## src/rtl/flash_cmd_pkg.sv

```systemverilog
package flash_cmd_pkg;

  typedef enum logic [2:0] {
    ST_IDLE,
    ST_PROG_ARM,
    ST_PROG_RUN,
    ST_PROG_VOID,
    ST_ERASE_ARM,
    ST_ERASE_RUN,
    ST_ERASE_HOLD
  } fsm_t;

  localparam logic [7:0] OP_READ_ARRAY = 8'hFF;
  localparam logic [7:0] OP_PROG       = 8'h40;
  localparam logic [7:0] OP_PROG_ALT   = 8'h10;
  localparam logic [7:0] OP_ERASE      = 8'h20;
  localparam logic [7:0] OP_CONFIRM    = 8'hD0;
  localparam logic [7:0] OP_SUSPEND    = 8'hB0;
  localparam logic [7:0] OP_STATUS     = 8'h70;
  localparam logic [7:0] OP_CLEAR      = 8'h50;

endpackage

```

## src/rtl/flash_op_timer.sv

```systemverilog
module flash_op_timer #(
  parameter int CW = 8
) (
  input  logic          clk,
  input  logic          rst_n,
  input  logic          load,
  input  logic [CW-1:0] load_val,
  input  logic          run,
  output logic          done
);

  logic [CW-1:0] cnt_q;
  logic [CW-1:0] cnt_d;

  always_comb begin
    cnt_d = cnt_q;
    if (load) begin
      cnt_d = load_val;
    end else if (run && (cnt_q != '0)) begin
      cnt_d = cnt_q - 1'b1;
    end
  end

  always_ff @(posedge clk or negedge rst_n) begin
    if (!rst_n) begin
      cnt_q <= '0;
    end else begin
      cnt_q <= cnt_d;
    end
  end

  assign done = run && (cnt_q == CW'(1));

  AST_TIMER_HOLD: assert property (@(posedge clk) disable iff (!rst_n)
    (!load && !run) |=> $stable(cnt_q));

endmodule

```

## src/rtl/flash_word_array.sv

```systemverilog
module flash_word_array #(
  parameter int DW     = 8,
  parameter int AW     = 6,
  parameter int BLK_AW = 4
) (
  input  logic                 clk,
  input  logic                 rst_n,
  input  logic                 prog_en,
  input  logic [AW-1:0]        prog_addr,
  input  logic [DW-1:0]        prog_data,
  input  logic                 erase_en,
  input  logic [AW-BLK_AW-1:0] erase_blk,
  input  logic [AW-1:0]        rd_addr,
  output logic [DW-1:0]        rd_data
);

  localparam int WORDS = 1 << AW;

  logic [WORDS-1:0][DW-1:0] mem_flat;

  for (genvar w = 0; w < WORDS; w++) begin : g_word
    localparam logic [AW-1:0] W_IDX = AW'(w);
    logic [DW-1:0] word_q;
    logic          prog_hit;
    logic          erase_hit;

    assign prog_hit  = prog_en && (prog_addr == W_IDX);
    assign erase_hit = erase_en && (W_IDX[AW-1:BLK_AW] == erase_blk);

    always_ff @(posedge clk or negedge rst_n) begin
      if (!rst_n) begin
        word_q <= '1;
      end else if (erase_hit) begin
        word_q <= '1;
      end else if (prog_hit) begin
        word_q <= word_q & prog_data;
      end
    end

    assign mem_flat[w] = word_q;
  end

  assign rd_data = mem_flat[rd_addr];

  AST_ONE_OP: assert property (@(posedge clk) disable iff (!rst_n)
    !(prog_en && erase_en));

endmodule

```

## src/rtl/flash_cmd_ctrl.sv

```systemverilog
module flash_cmd_ctrl
  import flash_cmd_pkg::*;
#(
  parameter int DW        = 8,
  parameter int AW        = 6,
  parameter int BLK_AW    = 4,
  parameter int PROG_CYC  = 4,
  parameter int ERASE_CYC = 20
) (
  input  logic          clk,
  input  logic          rst_n,
  input  logic          bus_we,
  input  logic [AW-1:0] bus_addr,
  input  logic [DW-1:0] bus_wdata,
  output logic [DW-1:0] bus_rdata
);

  localparam int MAXC = (ERASE_CYC > PROG_CYC) ? ERASE_CYC : PROG_CYC;
  localparam int CW   = $clog2(MAXC + 1);
  localparam int BW   = AW - BLK_AW;

  fsm_t          st_q, st_d;
  logic          rds_q, rds_d;
  logic          perr_q, eerr_q;
  logic          perr_set, eerr_set, err_clr;
  logic          cap_en;
  logic [AW-1:0] op_addr_q;
  logic [DW-1:0] op_data_q;
  logic          tmr_load, tmr_run, tmr_done;
  logic [CW-1:0] tmr_len;
  logic          arr_prog, arr_erase;
  logic [DW-1:0] arr_rdata;
  logic [7:0]    cmd;
  logic [7:0]    status8;

  assign cmd     = bus_wdata[7:0];
  assign tmr_run = (st_q == ST_PROG_RUN) || (st_q == ST_PROG_VOID) ||
                   (st_q == ST_ERASE_RUN);

  always_comb begin
    st_d     = st_q;
    rds_d    = rds_q;
    perr_set = 1'b0;
    eerr_set = 1'b0;
    err_clr  = 1'b0;
    cap_en   = 1'b0;
    tmr_load = 1'b0;
    tmr_len  = CW'(PROG_CYC);
    arr_prog = 1'b0;
    arr_erase = 1'b0;
    unique case (st_q)
      ST_IDLE: begin
        if (bus_we) begin
          case (cmd)
            OP_READ_ARRAY: rds_d = 1'b0;
            OP_PROG, OP_PROG_ALT: begin
              st_d  = ST_PROG_ARM;
              rds_d = 1'b1;
            end
            OP_ERASE: begin
              st_d  = ST_ERASE_ARM;
              rds_d = 1'b1;
            end
            OP_STATUS:  rds_d   = 1'b1;
            OP_CLEAR:   err_clr = 1'b1;
            OP_SUSPEND: rds_d   = 1'b0;
            default: ;
          endcase
        end
      end
      ST_PROG_ARM: begin
        if (bus_we) begin
          tmr_load = 1'b1;
          tmr_len  = CW'(PROG_CYC);
          if (&bus_wdata) begin
            st_d = ST_PROG_VOID;
          end else begin
            cap_en = 1'b1;
            st_d   = ST_PROG_RUN;
          end
        end
      end
      ST_PROG_RUN: begin
        if (tmr_done) begin
          arr_prog = 1'b1;
          st_d     = ST_IDLE;
        end
      end
      ST_PROG_VOID: begin
        if (tmr_done) begin
          st_d = ST_IDLE;
        end
      end
      ST_ERASE_ARM: begin
        if (bus_we) begin
          if (cmd == OP_CONFIRM) begin
            cap_en   = 1'b1;
            tmr_load = 1'b1;
            tmr_len  = CW'(ERASE_CYC);
            st_d     = ST_ERASE_RUN;
          end else begin
            perr_set = 1'b1;
            eerr_set = 1'b1;
            st_d     = ST_IDLE;
          end
        end
      end
      ST_ERASE_RUN: begin
        if (tmr_done) begin
          arr_erase = 1'b1;
          st_d      = ST_IDLE;
        end else if (bus_we && (cmd == OP_SUSPEND)) begin
          st_d = ST_ERASE_HOLD;
        end else if (bus_we && (cmd == OP_STATUS)) begin
          rds_d = 1'b1;
        end
      end
      ST_ERASE_HOLD: begin
        if (bus_we) begin
          case (cmd)
            OP_READ_ARRAY: rds_d = 1'b0;
            OP_STATUS:     rds_d = 1'b1;
            OP_CONFIRM: begin
              st_d  = ST_ERASE_RUN;
              rds_d = 1'b1;
            end
            default: ;
          endcase
        end
      end
      default: st_d = ST_IDLE;
    endcase
  end

  always_ff @(posedge clk or negedge rst_n) begin
    if (!rst_n) begin
      st_q  <= ST_IDLE;
      rds_q <= 1'b0;
    end else begin
      st_q  <= st_d;
      rds_q <= rds_d;
    end
  end

  always_ff @(posedge clk or negedge rst_n) begin
    if (!rst_n) begin
      perr_q <= 1'b0;
      eerr_q <= 1'b0;
    end else if (err_clr) begin
      perr_q <= 1'b0;
      eerr_q <= 1'b0;
    end else begin
      if (perr_set) perr_q <= 1'b1;
      if (eerr_set) eerr_q <= 1'b1;
    end
  end

  always_ff @(posedge clk or negedge rst_n) begin
    if (!rst_n) begin
      op_addr_q <= '0;
      op_data_q <= '0;
    end else if (cap_en) begin
      op_addr_q <= bus_addr;
      op_data_q <= bus_wdata;
    end
  end

  flash_op_timer #(.CW(CW)) u_timer (
    .clk      (clk),
    .rst_n    (rst_n),
    .load     (tmr_load),
    .load_val (tmr_len),
    .run      (tmr_run),
    .done     (tmr_done)
  );

  flash_word_array #(.DW(DW), .AW(AW), .BLK_AW(BLK_AW)) u_array (
    .clk       (clk),
    .rst_n     (rst_n),
    .prog_en   (arr_prog),
    .prog_addr (op_addr_q),
    .prog_data (op_data_q),
    .erase_en  (arr_erase),
    .erase_blk (op_addr_q[AW-1:AW-BW]),
    .rd_addr   (bus_addr),
    .rd_data   (arr_rdata)
  );

  assign status8   = {!tmr_run, (st_q == ST_ERASE_HOLD), eerr_q, perr_q, 4'b0000};
  assign bus_rdata = rds_q ? DW'(status8) : arr_rdata;

  AST_SUSP_FROM_ERASE: assert property (@(posedge clk) disable iff (!rst_n)
    ((st_q == ST_ERASE_HOLD) && ($past(st_q) != ST_ERASE_HOLD)) |->
      ($past(st_q) == ST_ERASE_RUN));

  AST_STATUS_AFTER_PROG: assert property (@(posedge clk) disable iff (!rst_n)
    (($past(st_q) == ST_PROG_RUN) && (st_q == ST_IDLE)) |-> rds_q);

  AST_BUSY_SHOWS_STATUS: assert property (@(posedge clk) disable iff (!rst_n)
    ((st_q == ST_ERASE_RUN) || (st_q == ST_PROG_RUN)) |-> (rds_q && !bus_rdata[7]));

  AST_ERASE_ABORT_FLAGS: assert property (@(posedge clk) disable iff (!rst_n)
    (($past(st_q) == ST_ERASE_ARM) && $past(bus_we) &&
     ($past(cmd) != OP_CONFIRM)) |-> (eerr_q && perr_q && rds_q));

  AST_IDLE_SUSPEND_READS_ARRAY: assert property (@(posedge clk) disable iff (!rst_n)
    (($past(st_q) == ST_IDLE) && $past(bus_we) && ($past(cmd) == OP_SUSPEND)) |->
      !rds_q);

endmodule

```

## config.mk

```make
export PLATFORM = sky130hd
export DESIGN_NAME = flash_cmd_ctrl
export DESIGN_NICKNAME = d
export VERILOG_FILES = /design/src/rtl/flash_cmd_pkg.sv /design/src/rtl/flash_op_timer.sv /design/src/rtl/flash_word_array.sv /design/src/rtl/flash_cmd_ctrl.sv
export SDC_FILE = /design/constraint.sdc
export NUM_CORES = 1
export LEC_CHECK = 0
export BUFFER_PORTS_ARGS = -buffer_cell sky130_fd_sc_hd__buf_2
export CAP_MARGIN = 5
export CORE_ASPECT_RATIO = 0.75
export CORE_MARGIN = 5
export CORE_UTILIZATION = 35
export CTS_BUF_LIST = sky130_fd_sc_hd__clkbuf_16
export DETAILED_ROUTE_END_ITERATION = 10
export PLACE_DENSITY_LB_ADDON = 0.12
export SLEW_MARGIN = 0
export SYNTH_ARGS = -nofsm -noshare
export SYNTH_HDL_FRONTEND = slang
export SYNTH_SLANG_ARGS = --single-unit
```

## constraint.sdc

```tcl
create_clock -name clk -period 6.3 [get_ports clk]
set_input_delay 1.26 -clock clk [delete_from_list [all_inputs] [get_ports clk]]
set_output_delay 1.26 -clock clk [all_outputs]
set_load 0.01 [all_outputs]
```

==> out/qor.csv <==
stage;metric;value;unit
detailed_routing;drt pass-1 iters;6;
floorplanning;Die ar.;75300;µm²
synthesis;sequential area share after synthesis;0.575;
global_routing;initial antenna violation count;3;
detailed_routing;1st-iter DRT viols;1679;
global_routing;global-route wire length before repair;118000;µm
hold_path;hold depth;2;
finish;area grow syn2layout;11.4;%
floorplanning;Top Ports;25;
global_routing;vias in the first global route;17383;
detailed_routing;# DRC;0;
clocking;post_cts resized;0;
global_routing;largest net degree at the start of global routing;161;
clocking;CTS Hold Bufs;0;
critical_path;Critical Path Slowest Stage Cell;mux4_2;
run;MaxCap Viol Count;0;
timing;Max-slew headroom;0.226;
placement;gpl congestion;0.823;
timing;worst slew pin tran;1160;ps
critical_path;critical path's largest stage delay;580;ps
clocking;TritonCTS Buffers;57;
critical_path;reg2reg path depth;8;
placement;Detail Placement HPWL;47800;µm
floorplanning;Cell Rows;83;
floorplanning;chip height;239;µm
critical_path;CP cell instances;clkbuf_8, mux4_2, mux4_2, nor2b_1, a21oi_1, nand3_1, o21ai_0, buf_2;
clocking;CTS clk-pin slew, worst paths;60;ps
power_and_ir_drop;sw frac;0.306;
power_and_ir_drop;PwrDens;297;nW/µm²
timing;Hold WS;475;ps
clocking;TritonCTS clock tree;done;
timing;final period utilization;0.835;
synthesis;Post-Syn Area per Cell;11.1;µm²
critical_path;worst path required time;5040;ps
power_and_ir_drop;static leakage;12.7;nW
clocking;clk_lat worst skew;640;ps
critical_path;delay-heaviest family, CP;multiplexers;
finish;Final nets;2174;
clocking;Post-CTS Setup Inserts;0;
synthesis;Async S/R FF share, synth;1.00;
synthesis;cell taking the most area after synthesis;dfstp_2;
synthesis;Synthesis Warnings;0;
detailed_routing;Routed Antenna Nets;0;
clocking;Root Driver;clkbuf_16;
clocking;Clock Path Buffers;3;
timing;min cycle time layout;5260;ps
detailed_routing;WL/cell;24.5;µm
critical_path;Crit Path Max Fanout;44;
power_and_ir_drop;maximum vdd drop;225;µV
synthesis;area share of the largest cell type after synthesis;0.550;
floorplanning;initial core utilization;0.355;
power_and_ir_drop;Internal Dissipation;5.62;mW
power_and_ir_drop;Comb pwr share;0.139;
timing;Max Slew Vio Count;0;
power_and_ir_drop;clock share of power;0.411;
detailed_routing;final WL;76800;µm
power_and_ir_drop;Psw;2.47;mW
synthesis;Cell Area, Synth;24400;µm²
timing;setup TNS;0;ps
detailed_routing;Vias/cell;5.59;
critical_path;Crit. path cell count;8;
synthesis;Post-synth EDFFs;0;
synthesis;Post-Syn Nets;2226;
floorplanning;core area;68900;µm²
status;status;complete, no violations;
synthesis;post-synth cell types;58;
synthesis;synthesized instance count;2206;
hold_path;Hold Crit Class;flop to flop;
global_routing;GR Util All Layers;0.204;
critical_path;CP endpoint kind;primary output;
critical_path;CP Buf/Inv Count;2;
critical_path;critical setup path kind;primary input to primary output;
timing;FMAX;190;MHz
timing;Final Hold Fails;0;
synthesis;Synth Flop Type;dfstp_2;
finish;# diodes;0;
detailed_routing;total number of vias;17527;
critical_path;Crit path top cell by count;mux4_2;
critical_path;crit path launch type;primary input;
synthesis;#FFs+latches synth;536;
critical_path;Critical Path AT;4000;ps
floorplanning;Die Width;315;µm
timing;Setup-failing EPs final;0;
placement;PortBufs;24;
clocking;clock tree sinks;536;
finish;layout cell share with drive strength beyond 1;0.373;
synthesis;top cells by area, synth;dfstp_2 55%, mux4_2 13%, o21ai_0 11%;
timing;clock skew;29.5;ps
clocking;# H-tree levels;2;
global_routing;GRT Residual Overflow;0;
timing;RSZ-0062 raised after global routing;false;
power_and_ir_drop;Reg power frac;0.450;
-- power groups by stage --
stage / Clock [mW] / Sequential, mW / Combinational (mW)
2_1_floorplan: 0 / 3.63 / 0.676
4_1_cts: 3.42 / 3.63 / 1.15
5_1_grt: 3.56 / 3.65 / 1.22
6_report: 3.33 / 3.64 / 1.13
3_3_place_gp: 0 / 3.68 / 1.13
3_5_place_dp: 0 / 3.68 / 1.15
-- state kept, by name, indices dropped and copies added, names as in the netlist --
name	cells
u_array.g_word.word_q	512
eerr_q	1
u_timer.cnt_q	5
rds_q	1
op_addr_q	6
op_data_q	8
st_q	3
-- cells in the final DEF, fill, tap and decap left out, types with 15 or more instances in the layout --
cell type	count
a22oi_1	15
buf_2	21
buf_4	28
clkbuf_16	58
clkinv_2	17
dfrtp_1	16
dfstp_2	512
mux2i_1	32
mux4_2	136
nand2_1	595
nand3_1	29
nor2_1	30
o21ai_0	522
-- synthesized netlist by cell type, types with 2 or more instances --
cell type  count
nand2_1      596
o21ai_0      522
dfstp_2      512
mux4_2       136
clkbuf_1     131
mux2i_1       32
nand3_1       30
nor2_1        30
buf_2         27
dfrtp_1       24
a22oi_1       15
nand2b_1      14
nor3_1        13
mux2_1        11
nor2b_1       11
a21oi_1       10
mux2_2         9
buf_4          8
nand3b_1       6
inv_1          5
a21o_1         4
o21ai_1        4
xor2_1         4
a211oi_1       3
ha_1           3
o22ai_1        3
o31ai_1        3
or2_2          3
a21boi_0       2
a31oi_1        2
and3_1         2
buf_6          2
nor3b_2        2
nor4_1         2
o21bai_1       2
-- path summary, 6_finish.rpt --
path / from / endpoint / slack (ps)
worst max-delay path: bus_addr[0] / bus_rdata[3] / 1040
worst min-delay path: u_array.g_word[54].word_q[1]$_DFFE_PN1P_ / u_array.g_word[54].word_q[1]$_DFFE_PN1P_ / 470
worst max register to register: u_timer.cnt_q[1]$_DFFE_PN0P_ / u_array.g_word[40].word_q[0]$_DFFE_PN1P_ / 2610
worst min register to register: u_array.g_word[54].word_q[1]$_DFFE_PN1P_ / u_array.g_word[54].word_q[1]$_DFFE_PN1P_ / 470
max in group asynchronous: rst_n / u_array.g_word[34].word_q[2]$_DFFE_PN1P_ / 4200
min in group asynchronous: rst_n / op_addr_q[5]$_DFFE_PN0P_ / 840
-- per-stage QoR --
step	setup slack, ps	total power, mW	area, µm²	std cells	utilization
5_1_grt	959	8.44	27200	3135	0.396
3_3_place_gp	1030	4.81	25400	3030	0.369
3_5_place_dp	1020	4.83	25400	3030	0.369
2_1_floorplan	1980	4.30	24400	2206	-
6_report	1040	8.09	27200	3135	0.396
4_1_cts	1020	8.20	27200	3135	0.396
-- metal layers --
metal  vias to the layer above  routed length, µm  track usage
met5                         -                  0            0
met2                       598              32500        0.288
li1                       7624                  -            -
met1                      9213              37300        0.321
met3                        92               5690       0.0459
met4                         0               1320       0.0407
-- worst reg2reg max path, cell delays in order, from the launching register on --
cell     delay, ps
dfrtp_1        370
inv_1          110
ha_1           180
nor4b_4        450
nand3_1        400
nor3b_2        970
nand2_1        650
o21ai_0        390
nand2_1         90
-- area by class of cell --
| class | count | area [µm²] |
|---|---|---|
| Multi-Input combinational cell | 1495 | 9670 |
| Inverter | 5 | 18.8 |
| Tap cell | 935 | 1170 |
| Clock buffer | 58 | 1450 |
| Timing Repair Buffer | 59 | 495 |
| Clock inverter | 47 | 363 |
| Fill cell | 6576 | 41600 |
| Sequential cell | 536 | 14100 |
-- cell families (layout without fill, tap and decap cells) --
logic type / count (synthesis) / count (layout) / share of synthesized area
AOI/OAI and AO/OA: 578 / 578 / 0.123
xor gates and xnor gates: 5 / 5 / 0.00179
adders and majority gates: 3 / 3 / 0.00154
buffers and inverters: 175 / 169 / 0.0301
DFF: 536 / 536 / 0.575
muxes: 188 / 188 / 0.148
and+or+nand+nor: 721 / 721 / 0.121
Power figures use the tool's default switching activity.
